**src/rtl/mrs_wl_pkg.sv**
```systemverilog
package mrs_wl_pkg;

  typedef enum logic [1:0] {
    CMD_NOP   = 2'b00,
    CMD_MRS   = 2'b01,
    CMD_WRITE = 2'b10,
    CMD_RSVD  = 2'b11
  } cmd_e;

  // Field layout of the mode word on the address bus
  localparam int FIELD_W = 3;
  localparam int WR_LSB  = 0;
  localparam int WL_LSB  = 4;
  localparam int TM_BIT  = 7;
  localparam int DLL_BIT = 8;

  // Strobes from control to datapath
  typedef struct packed {
    logic loadMode;    // accepted mode-set this cycle
    logic dllRequest;  // DLL-reset bit of the mode word
    logic capture;     // sample dataIn at this edge
  } strobes_t;

endpackage

```
**src/rtl/mrs_wl_ctrl.sv**
```systemverilog
module mrs_wl_ctrl
  import mrs_wl_pkg::*;
#(
  parameter int WL_MAX        = 7,
  parameter int BURST_LEN     = 1,
  parameter int ALWAYS_ON_MAX = 5
) (
  input  logic               clk,
  input  logic               rst,
  input  logic [1:0]         cmdRaw,
  input  logic [FIELD_W-1:0] wlField,
  input  logic               dllField,
  input  logic [FIELD_W-1:0] curWl,
  output strobes_t           strobes,
  output logic               rxEnable
);

  localparam int PEND_W = WL_MAX + BURST_LEN - 1;
  localparam logic [PEND_W-1:0] BURST_MASK = PEND_W'({BURST_LEN{1'b1}});

  cmd_e cmd;
  logic isWrite;
  logic isMrs;
  logic wlLegal;
  logic [PEND_W-1:0] pend;
  logic [PEND_W-1:0] newSlots;
  logic [PEND_W-1:0] pendNext;

  assign cmd     = cmd_e'(cmdRaw);
  assign isWrite = (cmd == CMD_WRITE);
  assign isMrs   = (cmd == CMD_MRS);
  assign wlLegal = (wlField != '0) && (int'(wlField) <= WL_MAX);

  // Bit k of pend: a capture is due k+1 edges from now
  assign newSlots = isWrite ? (BURST_MASK << (curWl - FIELD_W'(1))) : '0;
  assign pendNext = (pend >> 1) | newSlots;

  always_ff @(posedge clk) begin
    if (rst) pend <= '0;
    else     pend <= pendNext;
  end

  assign strobes.loadMode   = isMrs && wlLegal;
  assign strobes.dllRequest = dllField;
  assign strobes.capture    = pend[0];

  generate
    if (ALWAYS_ON_MAX >= WL_MAX) begin : g_rx_fixed
      assign rxEnable = 1'b1;
    end else begin : g_rx_gated
      assign rxEnable = (int'(curWl) <= ALWAYS_ON_MAX) || (|pend);
    end
  endgenerate

endmodule

```
**src/rtl/mrs_wl_datapath.sv**
```systemverilog
module mrs_wl_datapath
  import mrs_wl_pkg::*;
#(
  parameter int DATA_W     = 16,
  parameter int DLL_CYCLES = 16
) (
  input  logic               clk,
  input  logic               rst,
  input  strobes_t           strobes,
  input  logic [FIELD_W-1:0] wrField,
  input  logic [FIELD_W-1:0] wlField,
  input  logic               tmField,
  input  logic [DATA_W-1:0]  dataIn,
  output logic [FIELD_W-1:0] wrRecovery,
  output logic [FIELD_W-1:0] writeLatency,
  output logic               testMode,
  output logic               dllResetBit,
  output logic               dllResetPulse,
  output logic               capStrobe,
  output logic [DATA_W-1:0]  capData
);

  localparam int CNT_W = $clog2(DLL_CYCLES + 1);

  logic [CNT_W-1:0] dllCnt;
  logic             restart;

  assign restart = strobes.loadMode && (strobes.dllRequest || dllResetBit);

  always_ff @(posedge clk) begin
    if (rst) begin
      wrRecovery   <= '0;
      writeLatency <= FIELD_W'(1);
      testMode     <= 1'b0;
    end else if (strobes.loadMode) begin
      wrRecovery   <= wrField;
      writeLatency <= wlField;
      testMode     <= tmField;
    end
  end

  always_ff @(posedge clk) begin
    if (rst) begin
      dllResetBit   <= 1'b0;
      dllCnt        <= '0;
      dllResetPulse <= 1'b0;
    end else begin
      dllResetPulse <= restart;
      if (restart) begin
        dllResetBit <= 1'b1;
        dllCnt      <= CNT_W'(DLL_CYCLES);
      end else if (dllResetBit) begin
        if (dllCnt == CNT_W'(1)) begin
          dllResetBit <= 1'b0;
          dllCnt      <= '0;
        end else begin
          dllCnt <= dllCnt - CNT_W'(1);
        end
      end
    end
  end

  always_ff @(posedge clk) begin
    if (rst) begin
      capStrobe <= 1'b0;
      capData   <= '0;
    end else begin
      capStrobe <= strobes.capture;
      if (strobes.capture) capData <= dataIn;
    end
  end

endmodule

```
**src/rtl/mrs_wl_sequencer.sv**
```systemverilog
module mrs_wl_sequencer
  import mrs_wl_pkg::*;
#(
  parameter int ADDR_W        = 13,
  parameter int DATA_W        = 16,
  parameter int WL_MAX        = 7,
  parameter int BURST_LEN     = 1,
  parameter int ALWAYS_ON_MAX = 5,
  parameter int DLL_CYCLES    = 16
) (
  input  logic               clk,
  input  logic               rst,
  input  logic [1:0]         cmdIn,
  input  logic [ADDR_W-1:0]  addrIn,
  input  logic [DATA_W-1:0]  dataIn,
  output logic [FIELD_W-1:0] writeLatency,
  output logic [FIELD_W-1:0] wrRecovery,
  output logic               testMode,
  output logic               dllResetBit,
  output logic               dllResetPulse,
  output logic               rxEnable,
  output logic               capStrobe,
  output logic [DATA_W-1:0]  capData
);

  strobes_t strobes;

  mrs_wl_ctrl #(
    .WL_MAX(WL_MAX), .BURST_LEN(BURST_LEN), .ALWAYS_ON_MAX(ALWAYS_ON_MAX)
  ) u_ctrl (
    .clk     (clk),
    .rst     (rst),
    .cmdRaw  (cmdIn),
    .wlField (addrIn[WL_LSB +: FIELD_W]),
    .dllField(addrIn[DLL_BIT]),
    .curWl   (writeLatency),
    .strobes (strobes),
    .rxEnable(rxEnable)
  );

  mrs_wl_datapath #(
    .DATA_W(DATA_W), .DLL_CYCLES(DLL_CYCLES)
  ) u_dp (
    .clk          (clk),
    .rst          (rst),
    .strobes      (strobes),
    .wrField      (addrIn[WR_LSB +: FIELD_W]),
    .wlField      (addrIn[WL_LSB +: FIELD_W]),
    .tmField      (addrIn[TM_BIT]),
    .dataIn       (dataIn),
    .wrRecovery   (wrRecovery),
    .writeLatency (writeLatency),
    .testMode     (testMode),
    .dllResetBit  (dllResetBit),
    .dllResetPulse(dllResetPulse),
    .capStrobe    (capStrobe),
    .capData      (capData)
  );

endmodule

```
**config.mk**
```make
export PLATFORM = sky130hd
export DESIGN_NAME = mrs_wl_sequencer
export DESIGN_NICKNAME = d
export VERILOG_FILES = /design/src/rtl/mrs_wl_pkg.sv /design/src/rtl/mrs_wl_ctrl.sv /design/src/rtl/mrs_wl_datapath.sv /design/src/rtl/mrs_wl_sequencer.sv
export SDC_FILE = /design/constraint.sdc
export NUM_CORES = 1
export LEC_CHECK = 0
export ABC_AREA = 1
export CORE_MARGIN = 2
export CORE_UTILIZATION = 30
export CTS_BUF_LIST = sky130_fd_sc_hd__clkbuf_8
export DETAILED_ROUTE_END_ITERATION = 8
export MAX_ROUTING_LAYER = met4
export PLACE_DENSITY = 0.57
export SETUP_SLACK_MARGIN = 0.05
export SLEW_MARGIN = 20
export SYNTH_ARGS = -nofsm -noshare
export SYNTH_HDL_FRONTEND = slang
export SYNTH_SLANG_ARGS = --single-unit
```
**constraint.sdc**
```tcl
create_clock -name clk -period 1.7 [get_ports clk]
set_input_delay 0.34 -clock clk [delete_from_list [all_inputs] [get_ports clk]]
set_output_delay 0.34 -clock clk [all_outputs]
set_load 0.05 [all_outputs]
```
Word-level counts from Yosys, hierarchy flattened
Index checks and enable logic that the tools add are counted.
Operators by class
  add/sub/neg operators: 2
  order comparisons: 1
  equal/unequal tests: 3
  shift operators: 1
  muxes and demuxes: 7
  bitwise operators: 1
  reductions and logical operators: 8
Operators by type and width (count)
  $mux 5: 3
  $mux 7: 1
  $or 6x7->7: 1
  $reduce_or 7->1: 1
  $shl 1x3->7 const A: 1
  $eq 5x1->1 const B: 1
  $sub 5x1->5 const B: 1
  $le 3x3->1 const B: 1
  $mux 1: 3
  $reduce_bool 3->1: 1
  $sub 3x1->3 const B: 1
  $eq 2x1->1 const B: 1
  $eq 2x2->1 const B: 1
  $logic_and 1x1->1: 2
  $logic_or 1x1->1: 2
  $reduce_bool 2->1: 1
  $reduce_or 2->1: 1
Word-level totals
  register bits: 38
  input bits: 33
  output and inout port bits: 27

Longest topological paths before layout
  depth in word-level cells: 4
  gate-level depth with buffers: 8
  mapped depth without buffers: 8

Hierarchy
A second synthesis with hierarchy kept.
Second synthesis, totals
  cell total of the unflattened synthesis: 196
  area total of the unflattened synthesis: 1492.7 sq um
By module, submodules not included
  mrs_wl_datapath: instances 1, cells an instance 148, area each 1157.4 sq um, seq. area each 620.6 sq um
  mrs_wl_ctrl: instances 1, cells an instance 48, area each 335.3 sq um, seq. area each 140.1 sq um

Worst setup path before layout
Ideal clock, no wire load.
  kind: reg-to-output
  from: register u_dp.writeLatency[2]
  to: output rxEnable
  arrival time: 1349 ps
  path slack: 11 ps
  stages on the path, launching flop included: 4
  path buffers: 0
  path through: dfxtp_1 -> inv_1 -> nor3_1 -> nand2_1
Between the ends
  longest elaborated chain between the ends: 2
RTL lines
  start, declared: RTL line mrs_wl_datapath.sv:15  | output logic [FIELD_W-1:0] writeLatency,
  start signal, assigned: RTL line mrs_wl_datapath.sv:37  | writeLatency <= wlField;
  $le 3x3->1: RTL line mrs_wl_ctrl.sv:51  | assign rxEnable = (int'(curWl) <= ALWAYS_ON_MAX) || (|pend);
  $logic_or 1x1->1: RTL line mrs_wl_ctrl.sv:51
  end, declared: RTL line mrs_wl_sequencer.sv:21  | output logic rxEnable,
Every way passes these cells.

Worst setup path in the final report
  from: register u_dp.writeLatency[1]
  to: output rxEnable
Same word-level chain as after synthesis.

==> impl_metrics.py <==
metrics = {
    "clock_network": {
        "path_clk_slew_ps": 70,
        "htreeDepth": 2,
        "clock_sinks": 38,
        "clockBufferDepth": 2,
        "cts_tree": "built",
        "cts_root_buffer": "clkbuf_8",
        "cts_buffers": 5,
        "post_cts_buffers": 0,
        "hold_buffers": 0,
        "clock_latency_ps": 280,
    },
    "synthesis": {
        "yosysWarnings": 0,
        "yosysTopAreaCellShare_pct": 49.80,
        "synthAdderAreaFrac_pct": 1.638,
        "synth_top_family_by_area": "simple AND/OR/NAND/NOR gates",
        "synth_compound_area_share_pct": 9.828,
        "ys_ff_latch": 38,
        "ys_seq_area_share_pct": 49.80,
        "synth_top_area_cell": "dfxtp_1",
        "mappedNetlistArea_um2": 1528,
        "synthXorXnorAreaFrac_pct": 0.5733,
        "syn_area_per_cell_um2": 7.794,
        "synth_cell_types": 22,
        "synth_simple_gate_area_share_pct": 30.55,
        "synthMuxAreaShare_pct": 0,
        "syn-instance-count": 196,
        "syn-num-nets": 231,
        "synth.area.top_cells": "dfxtp_1, nor2_1, nand2_1, o21ai_1, a21oi_1",
    },
    "pwr": {
        "p_clk_share_pct": 35.3,
        "swShare_pct": 27.41,
        "seqPwrFrac_pct": 46.1,
        "peakVddDrop_v": 0.0004820,
        "internal-power_mw": 1.524,
        "powerDensity_nw_per_um2": 938.7,
        "power.static_leakage_nw": 0.9901,
        "switching_power_mw": 0.5753,
        "power_frac_comb_pct": 18.6,
    },
    "drt": {
        "postRouteAntennaNets": 0,
        "vias": 1415,
        "vias_per_cell": 4.394,
        "drtIter0Drc": 72,
        "drtPass1Iterations": 4,
        "drc": 0,
        "wire_per_inst_um": 10.61,
        "routed_wl_um": 3415,
    },
    "timing": {
        "post-route-period-util_pct": 92.21,
        "rsz0062_at_grt": "no",
        "period_needed_ps": 1568,
        "max_slew.worst_pin.slew_ps": 310.8,
        "drv_slew": 0,
        "fmax_mhz": 637.9,
        "final_hold_viol_count": 0,
        "fin_skew_ps": 1.207,
        "fin_tns_setup_ps": 0,
        "relSlewSlack_pct": 79.25,
        "finalSetupViolations": 0,
    },
    "final_layout": {
        "syn_to_final_growth_pct": 46.36,
        "final_common_cell": "nor2_1",
        "postLayoutCoreUtil_pct": 46.42,
        "antenna_cells": 0,
        "layout-drive-gt1-share_pct": 21.96,
        "layout_common_cells": "nor2_1, dfxtp_1, clkdlybuf4s50_1",
        "nets": 289,
    },
    "critical_path": {
        "r2r_cells": 7,
        "r2r_end": "u_dp.dllCnt[2]",
        "end_kind": "output pin",
        "worst_ep_arrival_time_ps": 1230,
        "regToRegSetupSlack_ps": 550,
        "crit_required_ps": 1360,
        "r2r_start": "u_dp.dllCnt[1]",
        "start_kind": "register",
        "worst-setup-path-type": "register to output pin",
        "cp_max_fo": 6,
    },
    "global_routing": {
        "grt_pass1_vias": 1323,
        "gr-total-overflow": 0,
        "grtUsageTotal_pct": 14.12,
        "antenna_found_initial": 0,
        "grt_max_degree": 19,
        "grt_pass1_wl_um": 5858,
    },
    "placed_design": {
        "dp.final_hpwl_um": 2470,
        "gp_congestion": 0.7597,
        "io_buffers": 54,
    },
    "hold_path": {
        "hp-class": "register to register",
        "min_to": "u_ctrl.pend[0]",
        "min_from": "u_ctrl.pend[1]",
        "hold_path_depth": 2,
    },
    "die": {
        "die_h_um": 75.36,
        "die-width_um": 75.36,
        "rows": 25,
        "start_util_pct": 31.71,
        "core-area_um2": 4817,
        "io_pins": 60,
        "dieArea_um2": 5679,
    },
    "job": {
        "cap_violations": 0,
    },
    "status": {
        "outcome": "finished, final reports clean",
    },
}
==> worst max path at each step <==
stage	to	slack [ps]	cells past startpoint	startpoint
final	rxEnable	130	4	u_dp.writeLatency[1]
after CTS	rxEnable	100	4	u_dp.writeLatency[2]
after global placement	u_dp.dllCnt[2]	220	6	cmdIn[0]
after global routing	rxEnable	50	4	u_dp.writeLatency[1]
after detailed placement	u_dp.writeLatency[2]	200	6	cmdIn[0]
after floorplan	rxEnable	240	3	u_dp.writeLatency[2]
==> synthesized netlist by cell type, drive strengths merged <==
cell    n
a21oi  12
buf     6
dfxtp  38
ha      2
inv    21
nand2  26
nand3  14
nand4   5
nor2   49
nor3    3
o21ai  18
or2     1
xor2    1
==> registers in the layout (all words and copies together) (netlist names) <==
name                cells
u_dp.capData           16
u_ctrl.pend             7
u_dp.dllCnt             5
u_dp.wrRecovery         3
u_dp.writeLatency       3
u_dp.capStrobe          1
u_dp.dllResetBit        1
u_dp.dllResetPulse      1
u_dp.testMode           1
==> per-layer routing <==
metal	GRT usage, %	up-vias	share of wire (%)
met1	18.67	620	49
met3	5.423	2	6.9
met5	-	-	0
met2	19.81	48	43
li1	-	745	-
met4	4.678	0	0.50
==> critical path: stages, from the launching register on <==
cell and delay (ps):
dfxtp_2 370, inv_1 90, nor3_1 200, nand2_1 120, buf_12 160
==> metrics by stage <==
stage | power (mW) | hold WS (ps) | instances | setup WS [ps] | cell area [um2]
floorplan | 1.221 | 409.1 | 196 | 235.8 | 1530
global placement | 1.381 | 450.4 | 314 | 220.1 | 2125
detailed placement | 1.382 | 452.4 | 314 | 200.1 | 2125
CTS | 2.133 | 463.4 | 322 | 101.2 | 2233
global route | 2.215 | 489.1 | 322 | 53.15 | 2236
finish | 2.099 | 456.1 | 322 | 132.4 | 2236
==> logic make-up (layout without fill, tap and decap cells) <==
kind of cell    after synthesis  in the layout
simple gates                 98             98
flops                        38             38
compound gates               30             30
buf+inv                      27             86
fa+ha+maj                     2              2
xor+xnor                      1              1
==> power by group through the flow <==
stage	clock (mW)	sequential (mW)	combinational (mW)
global route	0.816	0.974	0.425
global placement	0	0.988	0.393
CTS	0.770	0.969	0.394
detailed placement	0	0.989	0.394
floorplan	0	1.09	0.127
finish	0.741	0.968	0.390
==> what timing repair did <==
action / CTS / global route
hold endpoints to repair: 0 / 0
resized for setup: 0 / 1
setup endpoints to repair: 0 / 1
==> area by class of cell <==
type                            count  area, um2
Clock buffer                        5      68.82
Clock inverter                      3      40.04
Fill cell                         499       2581
Inverter                           21      81.33
Multi-Input combinational cell    131      650.6
Sequential cell                    38      765.7
Tap cell                           67      83.83
Timing Repair Buffer               57      545.5
(Power assumes the default switching activity.)
